**src/rtl/rvfg_pkg.sv**
```systemverilog
// Package: shared residual-code type and its evaluation for the function generator.
// Assumes codes are 2 bits per leg, as listed in the type.
package rvfg_pkg;
    typedef enum logic [1:0] {
        RES_ZERO = 2'b00,
        RES_VAR  = 2'b01,
        RES_INV  = 2'b10,
        RES_ONE  = 2'b11
    } res_code_e;

    // Value of a residual code for a given lowest-input value.
    function automatic logic res_eval(res_code_e code, logic x);
        case (code)
            RES_ZERO: res_eval = 1'b0;
            RES_VAR:  res_eval = x;
            RES_INV:  res_eval = ~x;
            default:  res_eval = 1'b1;
        endcase
    endfunction
endpackage

```
**src/rtl/rvfg_cfg_store.sv**
```systemverilog
// Configuration store: holds the function word and the mode bit.
// Loads both in full on a single-cycle strobe. Synchronous active-low reset
// clears the word to zero in residual mode.
module rvfg_cfg_store #(
    parameter int CW = 16
) (
    input  logic          clk,
    input  logic          rst_n,
    input  logic          wr,
    input  logic [CW-1:0] word_in,
    input  logic          mode_in,
    output logic [CW-1:0] word_q,
    output logic          mode_q
);
    // Capture word and mode on the strobe, clear on reset.
    always_ff @(posedge clk) begin
        if (!rst_n) begin
            word_q <= '0;
            mode_q <= 1'b0;
        end else if (wr) begin
            word_q <= word_in;
            mode_q <= mode_in;
        end
    end

    // a strobe stores the presented word and mode.
    a_r5_load: assert property (@(posedge clk) disable iff (!rst_n)
        wr |=> (word_q == $past(word_in)) && (mode_q == $past(mode_in)));

    // without a strobe the store holds.
    a_r6_hold: assert property (@(posedge clk) disable iff (!rst_n)
        (!wr && $past(rst_n)) |=> $stable(word_q) && $stable(mode_q));
endmodule

```
**src/rtl/rvfg_leg_bank.sv**
```systemverilog
// Leg bank: forms the value of every selector leg from the stored word.
// In residual mode each leg decodes its 2-bit code against the lowest input.
// In lookup mode it takes the table bit for the lowest input.
// Assumes leg k occupies word bits [2k+1:2k].
module rvfg_leg_bank
    import rvfg_pkg::*;
#(
    parameter int N = 4,
    localparam int LEGS = 1 << (N - 1),
    localparam int CW = 1 << N
) (
    input  logic [CW-1:0]   word,
    input  logic            lut_mode,
    input  logic            x,
    output logic [LEGS-1:0] legs
);
    for (genvar k = 0; k < LEGS; k++) begin : g_leg
        logic [1:0] pair;
        assign pair = word[2*k+1:2*k];
        // Pick between table bit and residual decode for this leg.
        always_comb begin
            if (lut_mode)
                legs[k] = x ? pair[1] : pair[0];
            else
                legs[k] = res_eval(res_code_e'(pair), x);
        end
    end
endmodule

```
**src/rtl/rvfg_selector.sv**
```systemverilog
// Selector: routes one of 2^(N-1) legs to the output, indexed by the upper inputs.
// Purely combinational.
module rvfg_selector #(
    parameter int N = 4,
    localparam int LEGS = 1 << (N - 1)
) (
    input  logic [LEGS-1:0] legs,
    input  logic [N-2:0]    sel,
    output logic            y
);
    // Index the leg vector with the select value.
    always_comb y = legs[sel];
endmodule

```
**src/rtl/resfn_gen.sv**
```systemverilog
// Residual-variable function generator top level.
// Computes any N-input function with a 2^(N-1)-way selector whose legs are
// residual functions of in_vars[0]. An alternate mode reads the stored word
// as a 2^N-entry table. Assumes 2 <= N <= 6. The output is combinational.
module resfn_gen
    import rvfg_pkg::*;
#(
    parameter int N = 4,
    localparam int CW = 1 << N,
    localparam int LEGS = 1 << (N - 1)
) (
    input  logic          clk,
    input  logic          rst_n,
    input  logic          cfg_wr,
    input  logic [CW-1:0] cfg_word,
    input  logic          cfg_lut_mode,
    input  logic [N-1:0]  in_vars,
    output logic          fn_out
);
    logic [CW-1:0]   word_q;
    logic            mode_q;
    logic [LEGS-1:0] legs;

    rvfg_cfg_store #(.CW(CW)) u_store (
        .clk(clk), .rst_n(rst_n), .wr(cfg_wr), .word_in(cfg_word),
        .mode_in(cfg_lut_mode), .word_q(word_q), .mode_q(mode_q)
    );

    rvfg_leg_bank #(.N(N)) u_legs (
        .word(word_q), .lut_mode(mode_q), .x(in_vars[0]), .legs(legs)
    );

    rvfg_selector #(.N(N)) u_sel (
        .legs(legs), .sel(in_vars[N-1:1]), .y(fn_out)
    );

    // Code of the currently addressed leg, for the checks below.
    logic [1:0] cur_code;
    assign cur_code = word_q[{in_vars[N-1:1], 1'b0} +: 2];

    // constant codes force the output.
    a_r2_const: assert property (@(posedge clk) disable iff (!rst_n)
        (!mode_q && (cur_code == 2'b00 || cur_code == 2'b11)) |-> (fn_out == cur_code[1]));

    // variable codes follow or invert the lowest input.
    a_r3_var: assert property (@(posedge clk) disable iff (!rst_n)
        (!mode_q && (cur_code == 2'b01 || cur_code == 2'b10)) |-> (fn_out == (in_vars[0] ^ cur_code[1])));

    // lookup mode reads the addressed table bit.
    a_r4_lookup: assert property (@(posedge clk) disable iff (!rst_n)
        mode_q |-> (fn_out == word_q[in_vars]));

    // after a reset the output is 0.
    a_r7_reset: assert property (@(posedge clk)
        !rst_n |=> (fn_out == 1'b0) || !rst_n || $past(cfg_wr));
endmodule

```
**config.mk**
```make
export PLATFORM = sky130hd
export DESIGN_NAME = resfn_gen
export DESIGN_NICKNAME = d
export VERILOG_FILES = /design/src/rtl/rvfg_pkg.sv /design/src/rtl/rvfg_cfg_store.sv /design/src/rtl/rvfg_leg_bank.sv /design/src/rtl/rvfg_selector.sv /design/src/rtl/resfn_gen.sv
export SDC_FILE = /design/constraint.sdc
export NUM_CORES = 1
export LEC_CHECK = 0
export BUFFER_PORTS_ARGS = -buffer_cell sky130_fd_sc_hd__buf_2
export CAP_MARGIN = 10
export CORE_AREA = 5 5 51 53
export CTS_BUF_LIST = sky130_fd_sc_hd__clkbuf_16
export CTS_CLUSTER_SIZE = 16
export DETAILED_ROUTE_END_ITERATION = 8
export DIE_AREA = 0 0 56 58
export GPL_ROUTABILITY_DRIVEN = 0
export PLACE_DENSITY = 0.69
export SYNTH_ARGS = -nofsm -noshare
export SYNTH_HDL_FRONTEND = slang
export SYNTH_SLANG_ARGS = --single-unit
export TNS_END_PERCENT = 30
```
**constraint.sdc**
```tcl
create_clock -name clk -period 2 [get_ports clk]
set_clock_uncertainty 0.2 [all_clocks]
set_input_delay 0.4 -clock clk [delete_from_list [all_inputs] [get_ports clk]]
set_output_delay 0.4 -clock clk [all_outputs]
set_load 0.005 [all_outputs]
```
# Word level (Yosys, flattened, before mapping)
# Index checks and enable logic that the tools add are counted.
dict set report totals {
  ff_bits 17
  input_bits 24
  out_inout_bits 1
  word_cells 54
}
dict set report classes {
  n_lt_le_gt_ge 1
  eq_ne 16
  muxes 26
  n_bitwise 1
  reduce_logical 8
}
# cell n
set ops {}
lappend ops {{case mux 1 bit (3 select lines)} 8}
lappend ops {{2-to-1 mux 1 bit} 17}
lappend ops {{== test 2 x 1 -> 1 bit (second input constant)} 8}
lappend ops {{== test 2 bit (second input constant)} 8}
lappend ops {{logical NOT 2 bit} 8}
lappend ops {{< comparator 3 x 4 -> 1 bit (second input constant)} 1}
lappend ops {{binary-select mux 1 bit (select 3 bit)} 1}
lappend ops {{NOT 1 bit} 1}

# Longest topological paths before layout
dict set report logic_depth {
  ltp_word 5
  mapped_depth 4
  mapped_depth_nobuf 4
}

# Hierarchy
# A second synthesis with hierarchy kept.
dict set report hier_totals {
  hier_cells 66
  hier_area_um2 822.0
}
# mod instances cells_each area_per_inst_um2 seq_area_each_um2
set modules_own_cells {}
lappend modules_own_cells {rvfg_cfg_store 1 54 651.9 340.3}
lappend modules_own_cells {rvfg_leg_bank 1 9 106.4 0.0}
lappend modules_own_cells {rvfg_selector 1 3 63.8 0.0}

# Worst setup path before layout
# Ideal clock, no wire load.
dict set report synth_path {
  path_type {input-to-output}
  from {input in_vars[0]}
  to {output fn_out}
  arrival_time_ns 1.411
  required_time_ns 1.400
  setup_slack_ns -0.011
  path_stages 4
  path_buffers 0
  path_cell_list {xnor2_2 mux4_1 mux2i_1 a211oi_1}
}
dict set report synth_via {
  elab_chain_cells 5
  word_cells_on_any_way 27
  classes_between {mux (26); bitwise (1)}
}
# item line_no
set synth_lines {}
lappend synth_lines {{from (decl)} resfn_gen.sv:17} ;# input logic [N-1:0] in_vars,
lappend synth_lines {{NOT 1 bit} rvfg_pkg.sv:16} ;# RES_INV: res_eval = ~x;
lappend synth_lines {{case mux 1 bit (3 select lines)} rvfg_pkg.sv:13} ;# case (code)
lappend synth_lines {{2-to-1 mux 1 bit} rvfg_leg_bank.sv:22} ;# if (lut_mode)
lappend synth_lines {{binary-select mux 1 bit (select 3 bit) (*)} rvfg_selector.sv:12} ;# always_comb y = legs[sel];
lappend synth_lines {{2-to-1 mux 1 bit (implied by the code) (*)} rvfg_selector.sv:12}
lappend synth_lines {{to (decl)} resfn_gen.sv:18} ;# output logic fn_out
# Mark *: on every way between the ends. The rest lies on a longest branch, timed or not. The select of a mux whose other input is x is not followed.

# Final worst setup path
dict set report layout_path {
  from {register u_store.mode_q}
  to {output fn_out}
}
dict set report layout_via {
  elab_chain_cells 3
  word_cells_on_any_way 10
  classes_between {mux (10)}
}
# item line_no
set layout_lines {}
lappend layout_lines {{from (decl)} rvfg_cfg_store.sv:13} ;# output logic mode_q
lappend layout_lines {{from (signal assigned)} rvfg_cfg_store.sv:22} ;# mode_q <= mode_in;
lappend layout_lines {{2-to-1 mux 1 bit} rvfg_leg_bank.sv:22}
lappend layout_lines {{binary-select mux 1 bit (select 3 bit) (*)} rvfg_selector.sv:12}
lappend layout_lines {{2-to-1 mux 1 bit (implied by the code) (*)} rvfg_selector.sv:12}
# Marks and branches as above.

==> flow_summary.json <==
{
  "start_util_pct": 37.3,
  "cts_hold_buf": 0,
  "firstDrtPassIters": 2,
  "yosys.area.top_type": "dfxtp_1",
  "yosys_warnings": 0,
  "synth_top_area_share_pct": 43.3,
  "synth.distinct_cells": 12,
  "grt_max_degree": 18,
  "rsz0062_at_grt": "yes",
  "fin_crit_sh_pct": 115,
  "fp-row-count": 17,
  "antenna_found_initial": 0,
  "hold_path.class": "input pin to flop",
  "worstHoldPathCells": 3,
  "synth_area_per_cell_sq_um": 12.1,
  "place_ws_ns": -0.291,
  "setup-tns-final_ns": -0.305,
  "htreeDepth": 1,
  "area_growth_pct": 28.3,
  "ff2ff_path_depth": 2,
  "die_area_sq_mm": 0.00325,
  "synth_flop_cell": "dfxtp_1",
  "vias": 551,
  "cts_buffers": 3,
  "grt-ovfl-total": 0,
  "powerDensity_mw_per_mm2": 861,
  "ant_nets": 0,
  "die_h_um": 58,
  "drt_wl_total_um": 1450,
  "netlist_area_sq_um": 786,
  "seq_area_frac_synth_pct": 43.3,
  "cts_setup_buffers": 0,
  "final_cells": 118,
  "synth-seq-cells": 17,
  "relSlewSlack_pct": 67.0,
  "crit_arrival_ns": 1.70,
  "setup_viol": 1,
  "drive_gt1_share_pct": 36.7,
  "worst_pin_slew_ns": 0.495,
  "end_kind": "primary output",
  "path_class": "flop to primary output",
  "worstReg2RegStart": "u_store.word_q[15]",
  "drc": 0,
  "synthArstFlopShare_pct": 0,
  "hp-start": "cfg_word[12]",
  "grt_pass1_vias": 523,
  "clock.fmax_mhz": 434,
  "r2r_slack_ns": 1.16,
  "crit_required_ns": 1.40,
  "io-pin-count": 25,
  "cts_sinks": 17,
  "violations": "setup timing",
  "cts-root-buf": "clkbuf_16",
  "syn-num-nets": 89,
  "worst_slack_ns": -0.305,
  "die_x_um": 56,
  "post_drt_wl_per_cell_um": 12.3,
  "yosysMostFrequentCell": "mux2i_1",
  "fin_area_sq_mm": 0.00101,
  "drtIter0Drc": 3,
  "min_period_ns": 2.30,
  "vdd_drop_max_uv": 416,
  "synth_edf_count": 0,
  "synth.area.top_cells": "dfxtp_1 (43%), mux2i_1 (23%), nor2b_1 (14%), mux4_1 (13%), xnor2_2 (2.1%)",
  "power_leakage_uw": 0.000464,
  "min_to": "u_store.word_q[12]",
  "startpoint_type": "flop",
  "outcome": "finished, violations left",
  "place_inst": 114,
  "maxSlewViolCount": 0,
  "cts_tree": "yes",
  "path_clk_slew_ns": 0.05,
  "hold_violations": 0,
  "core_region_area_sq_mm": 0.00211,
  "max_cap_violations": 0,
  "antenna_cells": 0,
  "worst-path-max-fanout": 4,
  "dp_hpwl_um": 1090,
  "vias_per_cell": 4.67,
  "clockBufferDepth": 2,
  "ys_top_cells_by_count": "mux2i_1 (18), dfxtp_1 (17), nor2b_1 (17)",
  "timing.rr.end": "u_store.word_q[15]",
  "layout.nets": 115,
  "place.port_buffers": 24,
  "track_usage_pct": 9.48,
  "dpl_cell_area_sq_um": 938,
  "grt_pass1_wl_um": 2370,
  "clock_latency_ns": 0.24,
  "syn_inst": 65
}
worst max path at each step:
stage	to	startpoint	slack, ns	depth (start not counted)
after global placement	fn_out	in_vars[0]	-0.25	6
after global routing	fn_out	u_store.mode_q	-0.40	5
after floorplan	fn_out	in_vars[0]	0.05	4
after detailed placement	fn_out	in_vars[0]	-0.29	6
final	fn_out	u_store.mode_q	-0.30	5
after CTS	fn_out	u_store.mode_q	-0.33	5
where the power goes:
group          internal [uW]  switching, uW
Clock                    267            121
Combinational           65.6           41.9
Sequential               360           11.8
Total                    693            175
metrics by stage:
stage / util [%] / hold WS [ns] / total power [uW]
final: 47.9 / 0.215 / 868
after global routing: 47.9 / 0.224 / 908
after CTS: 47.9 / 0.217 / 882
after detailed placement: 44.6 / 0.297 / 485
after global placement: 44.6 / 0.292 / 482
after floorplan: - / 0.274 / 446
cells in the final DEF, fill, tap and decap left out:
master	n
nand2_1	1
buf_2	24
clkinv_2	1
clkbuf_16	3
a211oi_1	1
inv_1	1
nor3_1	1
dfxtp_2	1
nor2b_1	17
xnor2_4	1
nor2_1	1
dfxtp_1	16
mux4_1	1
mux2i_1	18
mux4_2	3
registers in the layout, indices dropped and copies added (netlist names):
register and count:
u_store.word_q 16, u_store.mode_q 1
layer usage:
layer / share of wire (%) / track usage, % / vias up / routed length [um]
li1: - / - / 278 / -
met1: 43 / 11.5 / 254 / 629
met2: 49 / 14.5 / 15 / 703
met3: 5.0 / 0.891 / 4 / 73
met4: 2.9 / 9.15 / 0 / 42
met5: 0 / 0 / - / 0
logic make-up (layout without fill, tap and decap cells):
group	after synthesis	in the layout	synth area share, %
mux	22	22	36.3
buf+inv	4	29	2.23
simple gates	20	20	15.1
compound gates	1	1	0.956
xor+xnor	1	1	2.07
flops	17	17	43.3
what timing repair did:
| item | 4_1_cts | 5_1_grt |
|---|---|---|
| resized for setup | 4 | 0 |
| hold endpoints to repair | 0 | 0 |
| setup endpoints to repair | 1 | 1 |
| pin swaps | 1 | 0 |
area by class of cell:
type	instances	area (sq um)
Tap cell	28	35.0
Inverter	1	3.75
Clock inverter	1	5.00
Fill cell	207	1100
Sequential cell	17	342
Timing Repair Buffer	24	120
Multi-Input combinational cell	44	428
Clock buffer	3	75.1
critical path: stages, from the launching register on:
cell and delay [ns]:
dfxtp_2 0.34, xnor2_4 0.23, mux4_2 0.53, mux2i_1 0.15, a211oi_1 0.08, buf_2 0.13
Note: power is estimated with default switching activity, not from simulation.
